**config.mk**
```make
export PLATFORM = sky130hd
export DESIGN_NAME = wdog_timer
export DESIGN_NICKNAME = d
export VERILOG_FILES = /design/src/rtl/wdog_timer.sv
export SDC_FILE = /design/constraint.sdc
export NUM_CORES = 1
export LEC_CHECK = 0
export BUFFER_PORTS_ARGS = -buffer_cell sky130_fd_sc_hd__buf_4
export CELL_PAD_IN_SITES_DETAIL_PLACEMENT = 0
export CELL_PAD_IN_SITES_GLOBAL_PLACEMENT = 1
export CORE_ASPECT_RATIO = 1.75
export CORE_UTILIZATION = 48
export CTS_BUF_LIST = sky130_fd_sc_hd__clkbuf_8
export CTS_CLUSTER_SIZE = 10
export DETAILED_ROUTE_END_ITERATION = 10
export PLACE_DENSITY_LB_ADDON = 0.1
export SYNTH_ARGS = -nofsm -noshare
export SYNTH_HDL_FRONTEND = slang
export SYNTH_SLANG_ARGS = --single-unit
```
**constraint.sdc**
```tcl
create_clock -name clk -period 3.6 [get_ports clk]
set_input_delay 0.18 -clock clk [delete_from_list [all_inputs] [get_ports clk]]
set_output_delay 0.18 -clock clk [all_outputs]
set_load 0.05 [all_outputs]
```
**src/rtl/wdog_timer.sv**
```systemverilog
module wdog_timer #(
  parameter int CNT_W     = 16,
  parameter int PULSE_LEN = 4,
  parameter int STAT_W    = 8
) (
  input  logic              clk,
  input  logic              rst_n,
  input  logic              wr_en,
  input  logic [CNT_W-1:0]  wr_data,
  output logic [STAT_W-1:0] status,
  output logic              sys_rst_req
);

  localparam int PW = $clog2(PULSE_LEN + 1);

  logic [CNT_W-1:0] tmo_q, cnt_q;
  logic             armed_q, cause_q, req_q;
  logic [PW-1:0]    pls_q;

  wire idle     = !armed_q && !req_q;
  wire first_wr = wr_en && idle && (wr_data != '0);
  wire clr_wr   = wr_en && idle && (wr_data == '0);
  wire kick     = wr_en && armed_q;
  wire expire   = armed_q && !wr_en && (cnt_q == CNT_W'(1));

  always_ff @(posedge clk) begin
    if (!rst_n) begin
      tmo_q   <= '0;
      cnt_q   <= '0;
      armed_q <= 1'b0;
      cause_q <= 1'b0;
      req_q   <= 1'b0;
      pls_q   <= '0;
    end else begin
      if (first_wr) begin
        tmo_q   <= wr_data;
        cnt_q   <= wr_data;
        armed_q <= 1'b1;
      end else if (kick) begin
        cnt_q <= tmo_q;
      end else if (expire) begin
        cnt_q   <= '0;
        armed_q <= 1'b0;
        cause_q <= 1'b1;
        req_q   <= 1'b1;
        pls_q   <= PW'(PULSE_LEN - 1);
      end else if (armed_q) begin
        cnt_q <= cnt_q - 1'b1;
      end

      if (clr_wr)
        cause_q <= 1'b0;

      if (req_q) begin
        if (pls_q == '0) req_q <= 1'b0;
        else             pls_q <= pls_q - 1'b1;
      end
    end
  end

  assign status      = STAT_W'({cause_q, armed_q});
  assign sys_rst_req = req_q;

endmodule

```
==> run summary <==
The flow ran to the end, and the final reports show no timing, DRC or antenna violations. Measured on the finished design, the core utilization comes to 54.2%. After filler insertion, the fill cell instance count of the layout stands at 467.

Of the total power, the share spent switching nets is 33.4%. The tool flagged a number of max-cap violations equal to 0. The required time of the critical path came out at 3780 ps. The number of antenna diodes in the final layout is 0. At the end of routability-driven placement, the weighted congestion stood at 0.803. Buffers placed on the I/O ports in this run total 21. Final clock period utilization by the worst path: 62.0%. After synthesis the cells add up to 2310 um^2. TritonCTS created 5 clock buffers. After detailed routing, the number of remaining DRC violations is 0.

Final hold analysis gives a worst-case slack of 163 ps. For this configuration, the core starts out at a cell density of 49.6%. For the H-tree depth reported by CTS, the log shows 2. Row generation in the floorplan step produced 33 rows.

The top cell types in the final layout, fill and taps aside, are nand2_1, dfxtp_1, buf_4. The number of buffers inserted to repair setup after CTS is 0. In the routed layout, each cell is associated on average with a via count of 5.85.

The final layout contains routed wiring with a total length of 5690 um. The routed design uses 222 um of met3 wire. The detailed router used layers up to and including met4. The clock slew at the register clock pins of the worst setup and hold paths was 80 ps. Of the synthesized area, sequential elements account for 32.9%. The worst hold path terminates at tmo_q[8]. Counting every sink on the clock net gives 38. In this run the critical register-to-register path is launched from sys_rst_req.

After legalization and detailed placement, the total HPWL measured 3940 um. The first global-routing pass estimated 9240 um of wire. The power consumption is 0.00108 W, and the post-synthesis async set-or-reset flop share is 0%. The synthesis-stage register bit count is 38. The cell count after placement is 341. Most common cell after layout, fill and taps aside: nand2_1.

The run gives 28.2% as the fraction of power consumed by the clock network. The final net count is 319. Clock tree synthesis selected as its root buffer the cell clkbuf_8.

Of the cells placed in the final design, the portion with a size suffix greater than 1 is 14.5%. The worst setup path is launched from a flop. The later pin in the worst-skew pair is clocked with a latency of 290 ps. TritonCTS built the clock tree. The max-slew violation total from the final report was 0. For the core box area, the log shows 4670 um^2.

In this run the worst path has a maximum fanout of 17. The run gives 4 as the total iterations of the first detailed-routing run. The internal portion of the total power is 0.000720 W. The setup slack on the worst flop-to-flop path is 1370 ps, and the final routed wire length divided by cell count is 16.3 um. Detailed routing placed a total of 2930 um of wire on met2. Setup repair after global routing left no endpoint under its margin. Global routing finished with a remaining overflow of 0. For the post-route antenna net violation count, the log shows 0. The area added between synthesis and finish was 9.19%. In this run the most critical hold path is launched from wr_data[8].

The endpoint class of the critical path is a flop. In the final routing, the length of wire on met1 measures 2460 um. The number of antenna violations at the first check in global routing is 0, and the iteration-0 DRC count of the detailed router is 76. The finished layout holds 349 standard cells, fillers aside.

Yosys printed 0 warnings. Summed over all failing endpoints, the final setup total negative slack is 0 ps. Stage delay of the slowest cell on the critical path: 550 ps.

The unique cell type count in the Yosys netlist was 54. The logs give 330 uV for the maximum ir drop on the vdd rail and 0 for the number of hold violations in the final report. For the finished layout, the period the worst path requires is 2230 ps. Synthesis produced a netlist whose cell count is 285.

Dividing total power by cell area gives a power density of 428 nW/um^2. Among all stages on the critical path, the largest delay is contributed by a41oi_4. The worst register-to-register path has a depth of 5. The critical path goes through or3b_1 > a41oi_4 > a221o_2 > a21oi_1 > o221a_1. In this run the deepest clock path goes through 2 buffers. The critical path data arrival time was 2420 ps. The min-delay analysis places its worst path in the category in -> reg.

The most used flip-flop cell after synthesis is dfxtp_1. Setup violations remaining at the end of the flow were counted as 0. A synthesized cell averages 8.12 um^2. Net switching power figure: 0.000361 W. Sequential cells burn 45.6% of the power.

Global routing used 24.9% of the available tracks. Counting instances, the worst hold path has a depth of 3. The worst flop-to-flop path endpoint is cnt_q[4].

For the logic gate share of total power, the log shows 26.3%. From bottom edge to top edge, the die measures 93.9 um. The number of synthesized flops with an enable pin is 0. The logs give 1.01 nW for the static leakage and 4.57 ps for the largest clock skew in the final design. The total of cells resized after clock tree synthesis was 0; the width of the die was 54.5 um. The full die area was 5120 um^2.

The run gives 448 MHz as the top achievable clock speed. The number of hold buffers added after CTS was 0. During I/O placement, the number of pins put on the boundary was 28. The maximum number of pins on one net before global-route repair was 40.

In this run the worst setup path begins at sys_rst_req. The total via count in the routed design came out at 2041. The worst slew margin relative to its limit was 35.9%.

For the pin with the worst max-slew slack, the measured transition is 962 ps. The critical path in this run is classified as reg -> reg. The number of global-route vias before repair was 1906.
==> layer usage <==
layer  vias to the layer above  track usage (%)
li1                       1034                -
met1                       962             33.3
met2                        39             40.2
met3                         6             3.40
met4                         0             7.05
met5                         -                0
==> logic make-up after synthesis <==
| family | Yosys count | synth area share [%] |
|---|---|---|
| AOI/OAI and AO/OA | 85 | 27.1 |
| xor gates and xnor gates | 2 | 0.757 |
| adders and majority gates | 4 | 2.16 |
| buffers and inverters | 33 | 7.30 |
| DFF | 38 | 32.9 |
| muxes | 2 | 0.973 |
| other | 1 | 0.162 |
| and+or+nand+nor | 120 | 28.7 |
==> cell type report <==
| type | instances | area [um^2] | share of cell area, % |
|---|---|---|---|
| Timing Repair Buffer | 23 | 173 | 6.83 |
| Tap cell | 52 | 65.1 | 2.57 |
| Inverter | 9 | 33.8 | 1.34 |
| Clock inverter | 2 | 8.76 | 0.347 |
| Sequential cell | 38 | 761 | 30.1 |
| Multi-Input combinational cell | 219 | 1400 | 55.5 |
| Clock buffer | 6 | 82.6 | 3.27 |
==> through the flow <==
stage               worst slack [ps]  area [um^2]
finish                          1370         2530
global route                    1210         2530
CTS                             1330         2530
detailed placement              1280         2440
global placement                1290         2440
floorplan                       1620         2330
==> sequential cells by signal, indices dropped and copies added, names as in the netlist <==
signal       cells
armed_q          1
sys_rst_req      1
tmo_q           16
cause_q          1
pls_q            3
cnt_q           16
==> synthesized netlist by cell type (2+ instances only) <==
library cell | number | area share [%]
nor3b_1 | 3 | 0.97
nor2_1 | 18 | 2.9
nand2_1 | 54 | 8.8
nor2b_1 | 9 | 2.4
nor4_4 | 5 | 4.6
o21a_1 | 3 | 0.97
o21ai_0 | 8 | 1.7
o311a_1 | 4 | 1.7
a22oi_1 | 4 | 1.3
nand4_1 | 4 | 1.1
nor3_1 | 3 | 0.65
buf_4 | 8 | 2.6
nand2b_1 | 2 | 0.54
mux2_2 | 2 | 0.97
o211a_1 | 7 | 3.0
a21oi_1 | 17 | 3.7
or3b_1 | 2 | 0.76
xor2_1 | 2 | 0.76
ha_1 | 4 | 2.2
buf_2 | 6 | 1.3
nand3b_1 | 2 | 0.65
a21boi_0 | 4 | 1.3
inv_1 | 9 | 1.5
a21boi_1 | 10 | 3.2
and3_1 | 3 | 0.81
dfxtp_1 | 38 | 33
o21ai_1 | 12 | 2.6
nand3_1 | 4 | 0.86
clkbuf_1 | 8 | 1.3
o221a_1 | 3 | 1.5
or3_1 | 3 | 0.81
a311oi_1 | 2 | 0.76
==> worst max-delay path: cells and delay by family, from the launching register on <==
kind | cells | cell delay [ps]
AO/OA/AOI/OAI | 4 | 1290
flip-flops | 1 | 390
AND/OR/NAND/NOR | 1 | 450
==> power by group through the flow <==
stage / logic (W) / clock network [W] / registers (W)
finish: 0.000284 / 0.000304 / 0.000492
global route: 0.000316 / 0.000329 / 0.000499
CTS: 0.000285 / 0.000310 / 0.000492
detailed placement: 0.000284 / 0 / 0.000502
global placement: 0.000282 / 0 / 0.000502
floorplan: 0.000215 / 0 / 0.000493
==> worst max-delay path by stage <==
stage,slack [ps],end,cells after the start
6_report,1370,cnt_q[4],5
3_3_place_gp,1290,cnt_q[4],6
5_1_grt,1210,cnt_q[4],5
2_1_floorplan,1620,cnt_q[0],7
3_5_place_dp,1280,cnt_q[4],6
4_1_cts,1330,cnt_q[4],5
Power figures use the tool's default switching activity.
